`src/rtl/spi_regseq_pkg.sv`:
```
package spi_regseq_pkg;

  typedef enum logic [2:0] {
    ST_IDLE,
    ST_CMD,
    ST_WAIT_A,
    ST_DATA,
    ST_WAIT_B,
    ST_DUMMY,
    ST_WAIT_C
  } seq_state_t;

  localparam logic [7:0] FILL_BYTE = 8'hFF;

  function automatic logic [7:0] cmd_byte(input logic is_rd, input logic [6:0] addr);
    return {is_rd, addr};
  endfunction

endpackage

```
`src/rtl/spi_byte_engine.sv`:
```
module spi_byte_engine #(
  parameter int HALF_CYC = 25
) (
  input  logic       clk,
  input  logic       rst_n,
  input  logic       start,
  input  logic [7:0] tx_byte,
  output logic       done,
  output logic [7:0] rx_byte,
  output logic       sck,
  output logic       mosi,
  output logic       cs_n,
  input  logic       miso
);
  localparam int HW = $clog2(HALF_CYC + 1);

  logic          active;
  logic [HW-1:0] half_cnt;
  logic [2:0]    bit_cnt;
  logic [7:0]    sh_tx;
  logic [7:0]    sh_rx;

  always_ff @(posedge clk or negedge rst_n) begin
    if (!rst_n) begin
      active   <= 1'b0;
      half_cnt <= '0;
      bit_cnt  <= '0;
      sh_tx    <= '0;
      sh_rx    <= '0;
      sck      <= 1'b0;
      mosi     <= 1'b0;
      cs_n     <= 1'b1;
      done     <= 1'b0;
    end else begin
      done <= 1'b0;
      if (!active) begin
        if (start) begin
          active   <= 1'b1;
          cs_n     <= 1'b0;
          sh_tx    <= tx_byte;
          mosi     <= tx_byte[7];
          half_cnt <= '0;
          bit_cnt  <= '0;
          sck      <= 1'b0;
        end
      end else if (half_cnt == HW'(HALF_CYC - 1)) begin
        half_cnt <= '0;
        if (!sck) begin
          sck   <= 1'b1;
          sh_rx <= {sh_rx[6:0], miso};
        end else begin
          sck <= 1'b0;
          if (bit_cnt == 3'd7) begin
            active <= 1'b0;
            cs_n   <= 1'b1;
            done   <= 1'b1;
          end else begin
            bit_cnt <= bit_cnt + 3'd1;
            sh_tx   <= {sh_tx[6:0], 1'b0};
            mosi    <= sh_tx[6];
          end
        end
      end else begin
        half_cnt <= half_cnt + HW'(1);
      end
    end
  end

  assign rx_byte = sh_rx;

  assert_sck_low_when_idle_R2: assert property (@(posedge clk) disable iff (!rst_n)
    cs_n |-> !sck);

  assert_mosi_steady_high_R2: assert property (@(posedge clk) disable iff (!rst_n)
    sck |-> $stable(mosi));

endmodule

```
`src/rtl/spi_gap_timer.sv`:
```
module spi_gap_timer #(
  parameter int GAP_CYC = 2500
) (
  input  logic clk,
  input  logic rst_n,
  input  logic start,
  output logic running,
  output logic done
);
  localparam int GW = $clog2(GAP_CYC + 1);

  logic [GW-1:0] cnt;

  always_ff @(posedge clk or negedge rst_n) begin
    if (!rst_n) begin
      cnt     <= '0;
      running <= 1'b0;
      done    <= 1'b0;
    end else begin
      done <= 1'b0;
      if (start && !running) begin
        cnt     <= GW'(GAP_CYC - 1);
        running <= 1'b1;
      end else if (running) begin
        if (cnt == '0) begin
          running <= 1'b0;
          done    <= 1'b1;
        end else begin
          cnt <= cnt - GW'(1);
        end
      end
    end
  end

  assert_done_ends_wait_R6: assert property (@(posedge clk) disable iff (!rst_n)
    done |-> $past(running));

endmodule

```
`src/rtl/spi_regseq.sv`:
```
module spi_regseq
  import spi_regseq_pkg::*;
#(
  parameter int CLK_HZ = 50_000_000,
  parameter int SCK_HZ = 1_000_000,
  parameter int GAP_US = 50
) (
  input  logic       clk,
  input  logic       rst_n,
  input  logic       req_valid,
  output logic       req_ready,
  input  logic       req_write,
  input  logic [6:0] req_addr,
  input  logic [7:0] req_wdata,
  output logic       rsp_done,
  output logic [7:0] rsp_rdata,
  output logic       busy,
  output logic       spi_sck,
  output logic       spi_mosi,
  input  logic       spi_miso,
  output logic       spi_cs_n
);
  localparam int HALF_CYC = CLK_HZ / (2 * SCK_HZ);
  localparam int GAP_CYC  = (CLK_HZ / 1_000_000) * GAP_US;

  seq_state_t state;
  logic       is_read;
  logic [7:0] wdata_q;
  logic [7:0] rx_hold;
  logic [7:0] tx_q;
  logic       x_go, x_done;
  logic [7:0] x_rx;
  logic       g_go, g_done, g_run;

  spi_byte_engine #(.HALF_CYC(HALF_CYC)) u_byte (
    .clk     (clk),
    .rst_n   (rst_n),
    .start   (x_go),
    .tx_byte (tx_q),
    .done    (x_done),
    .rx_byte (x_rx),
    .sck     (spi_sck),
    .mosi    (spi_mosi),
    .cs_n    (spi_cs_n),
    .miso    (spi_miso)
  );

  spi_gap_timer #(.GAP_CYC(GAP_CYC)) u_gap (
    .clk     (clk),
    .rst_n   (rst_n),
    .start   (g_go),
    .running (g_run),
    .done    (g_done)
  );

  always_ff @(posedge clk or negedge rst_n) begin
    if (!rst_n) begin
      state     <= ST_IDLE;
      is_read   <= 1'b0;
      wdata_q   <= '0;
      rx_hold   <= '0;
      tx_q      <= '0;
      x_go      <= 1'b0;
      g_go      <= 1'b0;
      rsp_done  <= 1'b0;
      rsp_rdata <= '0;
    end else begin
      x_go     <= 1'b0;
      g_go     <= 1'b0;
      rsp_done <= 1'b0;
      unique case (state)
        ST_IDLE: if (req_valid) begin
          is_read <= !req_write;
          wdata_q <= req_wdata;
          tx_q    <= cmd_byte(!req_write, req_addr);
          x_go    <= 1'b1;
          state   <= ST_CMD;
        end
        ST_CMD: if (x_done) begin
          if (is_read) begin
            g_go  <= 1'b1;
            state <= ST_WAIT_A;
          end else begin
            tx_q  <= wdata_q;
            x_go  <= 1'b1;
            state <= ST_DATA;
          end
        end
        ST_WAIT_A: if (g_done) begin
          tx_q  <= FILL_BYTE;
          x_go  <= 1'b1;
          state <= ST_DATA;
        end
        ST_DATA: if (x_done) begin
          if (is_read) rx_hold <= x_rx;
          g_go  <= 1'b1;
          state <= ST_WAIT_B;
        end
        ST_WAIT_B: if (g_done) begin
          if (is_read) begin
            tx_q  <= FILL_BYTE;
            x_go  <= 1'b1;
            state <= ST_DUMMY;
          end else begin
            rsp_done <= 1'b1;
            state    <= ST_IDLE;
          end
        end
        ST_DUMMY: if (x_done) begin
          g_go  <= 1'b1;
          state <= ST_WAIT_C;
        end
        ST_WAIT_C: if (g_done) begin
          rsp_done  <= 1'b1;
          rsp_rdata <= rx_hold;
          state     <= ST_IDLE;
        end
        default: state <= ST_IDLE;
      endcase
    end
  end

  assign busy      = (state != ST_IDLE);
  assign req_ready = (state == ST_IDLE);

  assert_done_single_R11: assert property (@(posedge clk) disable iff (!rst_n)
    rsp_done |=> !rsp_done);

  assert_rdata_hold_R11: assert property (@(posedge clk) disable iff (!rst_n)
    !rsp_done |-> $stable(rsp_rdata));

  assert_accept_busy_R10: assert property (@(posedge clk) disable iff (!rst_n)
    (req_valid && req_ready) |=> (busy && !req_ready));

  assert_cs_high_in_wait_R9: assert property (@(posedge clk) disable iff (!rst_n)
    g_run |-> spi_cs_n);

endmodule

```
`config.mk`:
```
export PLATFORM = sky130hd
export DESIGN_NAME = spi_regseq
export DESIGN_NICKNAME = d
export VERILOG_FILES = /design/src/rtl/spi_regseq_pkg.sv /design/src/rtl/spi_byte_engine.sv /design/src/rtl/spi_gap_timer.sv /design/src/rtl/spi_regseq.sv
export SDC_FILE = /design/constraint.sdc
export NUM_CORES = 1
export LEC_CHECK = 0
export ABC_AREA = 1
export BUFFER_PORTS_ARGS = -buffer_cell sky130_fd_sc_hd__buf_2
export CORE_MARGIN = 3
export CORE_UTILIZATION = 64
export CTS_CLUSTER_SIZE = 8
export DETAILED_ROUTE_END_ITERATION = 10
export GPL_ROUTABILITY_DRIVEN = 1
export PLACE_DENSITY_LB_ADDON = 0.08
export RECOVER_POWER = 50
export REMOVE_ABC_BUFFERS = 1
export SETUP_SLACK_MARGIN = 0.1
export SYNTH_ARGS = -nofsm -noshare
export SYNTH_HDL_FRONTEND = slang
export SYNTH_SLANG_ARGS = --single-unit
```
`constraint.sdc`:
```
create_clock -name clk -period 3.4 [get_ports clk]
set_input_delay 0 -clock clk [delete_from_list [all_inputs] [get_ports clk]]
set_output_delay 0 -clock clk [all_outputs]
set_load 0.005 [all_outputs]
```
==> results of run 1 <==
==> Yosys cell counts (all sizes together) <==
| library cell | number | area [sq um] |
|---|---|---|
| o21ai | 46 | 230 |
| nand3 | 37 | 190 |
| nand4 | 4 | 37.5 |
| o31ai | 1 | 7.51 |
| mux2 | 15 | 199 |
| ha | 6 | 75.1 |
| nand2 | 129 | 512 |
| inv | 42 | 158 |
| nor2 | 36 | 174 |
| dfstp | 1 | 26.3 |
| xnor2 | 2 | 17.5 |
| nor3 | 1 | 10.0 |
| dfrtp | 80 | 2000 |
| a21oi | 6 | 52.6 |
| a21o | 1 | 7.51 |
| clkbuf | 1 | 3.75 |
| o22ai | 1 | 6.26 |
| xor2 | 5 | 43.8 |
| buf | 8 | 70.1 |
| mux2i | 7 | 70.1 |
| o211ai | 1 | 7.51 |
| nand3b | 2 | 15.0 |
==> registers in the layout, summed over array words and instances (netlist names), 3 cells and up <==
register         flops
rx_hold              8
u_byte.sh_tx         7
u_byte.half_cnt      5
tx_q                 8
state                3
wdata_q              8
u_byte.rx_byte       8
u_byte.bit_cnt       3
u_gap.cnt           12
rsp_rdata            8
==> logic make-up after synthesis <==
group                      Yosys count  share of synthesized area
buffers and inverters               51                     0.0591
AOI/OAI and AO/OA                   56                     0.0796
adders and majority gates            6                     0.0192
and+or+nand+nor                    209                      0.240
muxes                               22                     0.0687
xor gates and xnor gates             7                     0.0157
DFF                                 81                      0.518
==> power by group <==
part | leakage [nW] | total [mW] | switching, mW | internal (mW)
Sequential | 1.01 | 0.964 | 0.000546 | 0.964
Combinational | 1.30 | 0.0431 | 0.0257 | 0.0174
Clock | 0.100 | 0.715 | 0.369 | 0.346
Total | 2.40 | 1.72 | 0.395 | 1.33
==> metal layers <==
layer	part of all wire	track usage	up-vias
li1	-	-	1497
met1	0.45	0.335	1436
met2	0.48	0.380	101
met3	0.046	0.0393	16
met4	0.019	0.0936	0
met5	0	0	-
==> final timing paths <==
path	from	end	slack (ns)	depth (start not counted)
worst max-delay path	rst_n	is_read$_DFFE_PN0P_	1.52	2
worst min-delay path	req_addr[2]	tx_q[2]$_DFFE_PN0P_	0.02	5
max in group clk	u_byte.active$_DFF_PN0_	u_byte.rx_byte[0]$_DFFE_PN0P_	1.59	5
worst min register to register	rx_hold[4]$_DFFE_PN0P_	rx_hold[4]$_DFFE_PN0P_	0.49	2
worst max register to register	u_byte.active$_DFF_PN0_	u_byte.rx_byte[0]$_DFFE_PN0P_	1.59	5
min in group asynchronous	rst_n	u_gap.cnt[4]$_DFFE_PN0P_	0.72	2
==> metrics by stage <==
step / util / std cells / hold slack, ns / setup WS [ns] / instance area (sq um)
CTS: 0.774 / 556 / 0.00773 / 1.60 / 4420
global placement: 0.718 / 528 / 0.217 / 1.73 / 4100
floorplan: - / 423 / -0.296 / 1.96 / 3840
global route: 0.773 / 556 / 0.0510 / 1.13 / 4410
finish: 0.773 / 556 / 0.0233 / 1.52 / 4410
detailed placement: 0.718 / 528 / 0.222 / 1.66 / 4100
==> layout make-up <==
type,instances,area [sq um],area share
Timing Repair Buffer,45,279,0.0632
Inverter,42,158,0.0357
Tap cell,72,90.1,0.0204
Multi-Input combinational cell,300,1660,0.375
Clock buffer,9,124,0.0281
Clock inverter,7,77.6,0.0176
Sequential cell,81,2030,0.460
==> reports/qor.txt, run 1 <==
Final setup fails: 0
Status: complete, but fails checks
Syn Area/Cell: 9.06 sq um
GR Util All Layers: 0.240
Unrepaired setup endpoints after global routing: no
Pin count of the biggest net entering global routing: 82
Max Freq: 0.532 GHz
Crit-path leading delay family: buffers and inverters
Commonest cells after routing, fill and taps aside: nand2_1 (122), dfrtp_1 (80), inv_1 (37)
Pre-antenna DRT Iters: 5
Ports: 34
Cts hold-fix bufs: 12
Final Cycle Share: 0.552
Crit path cell chain: dlygate4sd3_1, clkbuf_2
Residual DRC: 0
Post-DR vias/cell: 5.49
Synth cell types: 35
Worst-path fanout max: 81
CTS clk-pin slew, worst paths: 0.08 ns
Post-layout min period: 1.88 ns
Clock latency on the worst-skew pair: 0.35 ns
Worst-margin pin slew: 1.94 ns
Final hold violations: 0
RD Place Congestion: 0.876
WL final: 7.86 mm
Ant. Diodes: 0
Mapped Area: 3920 sq um
Leak pwr: 2.40 nW
Placement Rows: 27
Initial antenna violation count: 0
Critical path's slowest cell: clkbuf_2
CP bufs+invs: 2
Setup TNS: 0 ns
Worst vdd ir: 0.000353 V
DRT iter0 DRCs: 258
Layout cells sized above 1: 0.174
Fillers: 412
# nets final: 505
Max-slew violations: 82
Post-Syn Instances: 432
PostCTS Resize Cnt: 0
First-pass GRT wire length: 13.7 mm
Crit-path max cell delay: 1.38 ns
Clock skew: 0.00985 ns
Area grow syn2layout: 12.7%
Die W: 84.2 um
Hold Path Class: input pin to register
H-tree depth: 3
Buffer depth of the longest clock path: 2
Total global routing overflow: 0
Yosys reg bits: 81
Die ar.: 7090 sq um
IO Port Bufs: 33
Most common cell after layout, fill and taps aside: nand2_1
Cts bufs inserted: 9
Tot Pwr: 1.72 mW
Postcts setup bufs: 0
Post-synthesis sequential area ratio: 0.518
Die Y: 84.2 um
Max_cap viols: 1
PD cells: 390 nW/um^2
CTS root buf: clkbuf_8
Startpoint Class: input pin
Crit path DAT: 1.96 ns
Post-detail-place hpwl: 4.93 mm
Initial Util: 0.686
Max-slew headroom: -0.291
Failing checks: max-capacitance violations, max-slew violations
Number of global-route vias before repair: 2882
CTS sink count: 81
Core Region: 5710 sq um
CP Data Required Time: 3.48 ns
Yosys warning count: 0
Via count: 3050
WL/cell: 14.1 um
CTS tree: yes
Nature of the critical path endpoint: asynchronous set/reset pin
Antenna-violating nets left: 0
Crit path kind: input pin to asynchronous set/reset pin
Power figures use the tool's default switching activity.
==> run 2: changes to the inputs <==
ABC_AREA = 0   (was 1)
CORE_UTILIZATION = 53   (was 64)
clock period = 1.5 ns   (was 3.4 ns; I/O delays follow)
==> reports/qor.txt, run 2 <==
Max-slew headroom: 0.590
Yosys reg bits: 81
Initial Util: 0.561
WL/cell: 17.9 um
Pre-antenna DRT Iters: 4
Buffer depth of the longest clock path: 2
Hold WS: 0.175 ns
Sw Pwr: 943 uW
CTS clk-pin slew, worst paths: 0.09 ns
Total global routing overflow: 0
Post-Syn Instances: 311
Post-layout min period: 1.63 ns
Failing checks: negative setup slack
Critical path's slowest cell: or4_4
Antenna-violating nets left: 0
CTS sink count: 81
Switching share of total power: 0.236
Ant. Diodes: 0
Largest cells by area after synthesis: dfrtp_1 (55%), mux2_2 (8.6%), mux2i_1 (5.2%)
Worst-path fanout max: 3
Nature of the critical path endpoint: register
Max-slew violations: 0
Unrepaired setup endpoints after global routing: yes
Core Region: 6530 sq um
Clock skew: 0.0127 ns
Tot Pwr: 4.00 mW
PD cells: 745 nW/um^2
Primary FF master, synth: dfrtp_1
Commonest cells after routing, fill and taps aside: dfrtp_1 (76), buf_4 (43), buf_2 (31)
GR Util All Layers: 0.237
CTS tree: yes
Status: complete, but fails checks
RD Place Congestion: 0.766
Clock latency on the worst-skew pair: 0.37 ns
Seq pwr share: 0.552
CTS root buf: clkbuf_8
Residual DRC: 0
Leak pwr: 2.75 nW
Asr flop ratio synth: 1.00
Area leader, netlist: dfrtp_1
Max_cap viols: 0
Placement Rows: 29
Hold Path Class: input pin to asynchronous set/reset pin
Mapped Area: 3670 sq um
Post-DR vias/cell: 5.56
DRT iter0 DRCs: 190
Placed inst area: 4280 sq um
Logic gate share of total power: 0.036
Syn Area/Cell: 11.8 sq um
Number of global-route vias before repair: 2901
IO Port Bufs: 33
WL final: 9.23 mm
Pin count of the biggest net entering global routing: 59
Largest register by flop count: u_gap.cnt
# nets final: 459
Post-detail-place hpwl: 4.98 mm
Ports: 34
Via count: 2862
Post-synth EDFFs: 0
Commonest cells post-synth: dfrtp_1 (80), nand2_1 (35), mux2_2 (28)
Worst vdd ir: 0.000512 V
Cts bufs inserted: 9
Die ar.: 7950 sq um
Final setup fails: 37
Most common cell after layout, fill and taps aside: dfrtp_1
Largest register FFs: 12
Final hold violations: 0
Worst-margin pin slew: 0.615 ns
Crit-path max cell delay: 0.59 ns
Max Freq: 0.614 GHz
Die Y: 89.2 um
Clk pwr share: 0.413
Initial antenna violation count: 0
H-tree depth: 3
Final Cycle Share: 1.09
Crit path kind: register to register
Area grow syn2layout: 46.3%
Post-route setup slack: -0.128 ns
Crit path cell chain: or4_4, a211oi_4, a311oi_1, a41oi_1
P_int: 3.05 mW
First-pass GRT wire length: 14.1 mm
Top cell type's share of synthesized area: 0.546
Startpoint Class: register
CP Data Required Time: 1.77 ns
Synth cell types: 50
Crit path DAT: 1.90 ns
Die W: 89.2 um
Most numerous cell in the Yosys netlist: dfrtp_1
Post-synthesis sequential area ratio: 0.553
Yosys warning count: 0
Layout cells sized above 1: 0.511
Fin area: 5370 sq um
## run 2: worst paths after layout
path	slack, ns	startpoint	endpoint	cells after the start
hold reg to reg	0.51	rsp_rdata[3]$_DFFE_PN0P_	rsp_rdata[3]$_DFFE_PN0P_	1
setup / recovery	-0.13	u_gap.cnt[6]$_DFFE_PN0P_	u_gap.cnt[11]$_DFFE_PN0P_	4
setup reg to reg	-0.13	u_gap.cnt[6]$_DFFE_PN0P_	u_gap.cnt[11]$_DFFE_PN0P_	4
min in group clk	0.22	req_valid	x_go$_DFF_PN0_	6
max in group asynchronous	0.37	rst_n	state[2]$_DFFE_PN0P_	3
hold / removal	0.17	rst_n	wdata_q[1]$_DFFE_PN0P_	2
## run 2: what timing repair did
| action | 4_1_cts | 5_1_grt |
|---|---|---|
| hold buffers | 18 | 0 |
| cloned | 2 | 0 |
| endpoints found under the setup margin | 69 | 75 |
| resized for setup | 83 | 59 |
| pin swaps | 25 | 14 |
| hold endpoints to repair | 98 | 0 |
| setup buffers | 10 | 10 |
## run 2: per-stage QoR
stage	setup TNS (ns)	setup slack [ns]	utilization	std cells
2_1_floorplan	-5.82	-0.329	-	303
3_3_place_gp	-2.36	-0.113	0.655	460
3_5_place_dp	-3.18	-0.154	0.655	460
4_1_cts	-1.08	-0.0815	0.778	506
5_1_grt	-4.78	-0.178	0.821	515
6_report	-2.65	-0.128	0.821	515
## run 2: layout make-up
class | count | area, sq um
clock buffer | 9 | 124
clock inverter | 7 | 76.3
inverter | 19 | 71.3
tap | 77 | 96.3
multi-input combinational | 204 | 1980
fill | 350 | 1170
timing repair buffer | 118 | 986
sequential | 81 | 2030
## run 2: layer usage
layer,global-route usage,routed length [um],part of all wire
met5,0,0,0
met4,0.0636,114,0.012
met3,0.0553,347,0.038
met2,0.404,4710,0.51
met1,0.304,4050,0.44
## run 2: worst max-delay path: cells and delay by family, from the launching register on
| family | cells | cell delay [ns] |
|---|---|---|
| compound gates | 3 | 0.53 |
| simple gates | 1 | 0.59 |
| flops | 1 | 0.41 |
## run 2: power by group through the flow
stage / clock [mW] / combinational, mW / sequential [mW]
detailed placement: 0 / 0.102 / 2.25
CTS: 1.68 / 0.146 / 2.20
finish: 1.65 / 0.142 / 2.20
floorplan: 0 / 0.0220 / 2.24
global route: 1.78 / 0.159 / 2.21
global placement: 0 / 0.0993 / 2.25
## run 2: cell families after synthesis
kind of cell,after synthesis,synth area share
simple gates,89,0.138
xor+xnor,3,0.00717
flops,81,0.553
buf+inv,27,0.0314
fa+ha+maj,6,0.0205
mux,52,0.154
compound gates,53,0.0956
==> run 3: changes to the inputs <==
--- a/config.mk
+++ b/config.mk
@@ -11,2 +11,3 @@
 export CORE_UTILIZATION = 53
+export CTS_BUF_LIST = sky130_fd_sc_hd__clkbuf_4 sky130_fd_sc_hd__clkbuf_8 sky130_fd_sc_hd__clkbuf_16
 export CTS_CLUSTER_SIZE = 8
@@ -15,3 +16,3 @@
 export PLACE_DENSITY_LB_ADDON = 0.08
-export RECOVER_POWER = 50
+export RECOVER_POWER = 100
 export REMOVE_ABC_BUFFERS = 1
==> constraint.sdc (replaced) <==
create_clock -name clk -period 1.5 [get_ports clk]
set_input_delay 0.3 -clock clk [delete_from_list [all_inputs] [get_ports clk]]
set_output_delay 0.3 -clock clk [all_outputs]
set_load 0.005 [all_outputs]
==> reports/qor.txt, run 3 (same netlist as run 2, synthesis figures left out) <==
Status: complete, but fails checks
Failing checks: negative setup slack
Clock skew: 0.00785 ns
Largest register FFs: 12
WL final: 9.40 mm
Area grow syn2layout: 44.6%
Placement Rows: 29
IO Port Bufs: 33
Startpoint Class: register
Final setup fails: 60
Final Cycle Share: 1.08
Die ar.: 7950 sq um
P_int: 3.09 mW
Pin count of the biggest net entering global routing: 32
Buffer depth of the longest clock path: 2
Max-slew violations: 0
Final Core Density: 0.812
Post-layout min period: 1.62 ns
Initial antenna violation count: 0
Hold path startpoint: req_write
Die Y: 89.2 um
Commonest cells after routing, fill and taps aside: dfrtp_1 (77), buf_4 (42), mux2_4 (28)
Switching share of total power: 0.227
Total global routing overflow: 0
Layout cells sized above 1: 0.546
GR Util All Layers: 0.237
# nets final: 446
Clk pwr share: 0.420
Unrepaired setup endpoints after global routing: yes
Leak pwr: 2.70 nW
First-pass GRT wire length: 14.1 mm
Worst vdd ir: 0.000665 V
Max_cap viols: 0
Max Freq: 0.618 GHz
Antenna-violating nets left: 0
RD Place Congestion: 0.772
Ports: 34
Max-slew headroom: 0.557
Worst-path fanout max: 2
Clock latency on the worst-skew pair: 0.36 ns
Largest register by flop count: u_gap.cnt
Number of global-route vias before repair: 2890
Final hold violations: 0
CP startpoint: state[1]$_DFFE_PN0P_
CTS sink count: 81
Post-DR vias/cell: 5.68
Placed Instances: 461
Most common cell after layout, fill and taps aside: dfrtp_1
Ant. Diodes: 0
Hold WS: 0.136 ns
Worst-margin pin slew: 0.664 ns
Fin cells: 502
DRT iter0 DRCs: 119
CP Data Required Time: 1.20 ns
Nature of the critical path endpoint: primary output
Die W: 89.2 um
Tot Pwr: 3.99 mW
Residual DRC: 0
Initial Util: 0.561
WL/cell: 18.7 um
Post-route setup slack: -0.119 ns
Pre-antenna DRT Iters: 4
Post-detail-place hpwl: 5.26 mm
CTS root buf: clkbuf_8
CTS clk-pin slew, worst paths: 0.08 ns
PD cells: 753 nW/um^2
Setup TNS: -2.89 ns
Seq pwr share: 0.552
H-tree depth: 3
Hold Path Class: input pin to register
Core Region: 6530 sq um
CTS tree: yes
Worst reg2reg path startpoint: state[0]$_DFFE_PN0P_
Sw Pwr: 908 uW
Crit path kind: register to primary output
Via count: 2852
Cts bufs inserted: 9
Logic gate share of total power: 0.028
Crit path DAT: 1.32 ns
## run 3: routing by layer
metal / track usage / share of wire / vias to the layer above
met5: 0 / 0 / -
met4: 0.0798 / 0.029 / 0
met3: 0.0544 / 0.036 / 23
met2: 0.414 / 0.52 / 68
met1: 0.289 / 0.41 / 1430
li1: - / - / 1331
## run 3: layout make-up
class	count	area (sq um)
Clock buffer	11	145
Sequential cell	81	2030
Fill cell	374	1230
Multi-Input combinational cell	204	2040
Clock inverter	5	63.8
Timing Repair Buffer	105	846
Inverter	19	73.8
Tap cell	77	96.3
## run 3: repair_timing
| action | CTS | global route |
|---|---|---|
| endpoints found under the setup margin | 70 | 75 |
| endpoints found under the hold margin | 22 | 0 |
| gates cloned | 1 | 1 |
| buffers inserted | 13 | 11 |
| hold buffers | 1 | 0 |
| resized for setup | 99 | 64 |
| pin swaps | 27 | 18 |
## run 3: metrics by stage
step	cell area (sq um)	setup slack [ns]
after floorplan	3620	-0.329
after global placement	4300	-0.110
after detailed placement	4300	-0.197
after CTS	5020	-0.0887
after global routing	5300	-0.173
final	5300	-0.119
## run 3: power by group through the flow
| stage | clock network (mW) | registers [mW] | logic [mW] |
|---|---|---|---|
| 2_1_floorplan | 0 | 2.24 | 0.0220 |
| 3_3_place_gp | 0 | 2.25 | 0.106 |
| 3_5_place_dp | 0 | 2.25 | 0.108 |
| 4_1_cts | 1.70 | 2.20 | 0.114 |
| 5_1_grt | 1.80 | 2.21 | 0.126 |
| 6_report | 1.68 | 2.21 | 0.111 |
## run 3: worst paths after layout
| path | to | slack, ns | cells past startpoint |
|---|---|---|---|
| hold reg to reg | rsp_rdata[5]$_DFFE_PN0P_ | 0.51 | 1 |
| hold / removal | is_read$_DFFE_PN0P_ | 0.14 | 2 |
| setup / recovery | busy | -0.12 | 4 |
| min in group asynchronous | wdata_q[4]$_DFFE_PN0P_ | 0.49 | 2 |
| max in group asynchronous | state[2]$_DFFE_PN0P_ | 0.14 | 3 |
| setup reg to reg | wdata_q[7]$_DFFE_PN0P_ | -0.10 | 5 |
## run 3: worst max-delay path: stages, from the launching register on
cell	delay (ns)
dfrtp_2	0.44
nor3_4	0.23
inv_2	0.07
buf_6	0.12
buf_6	0.10
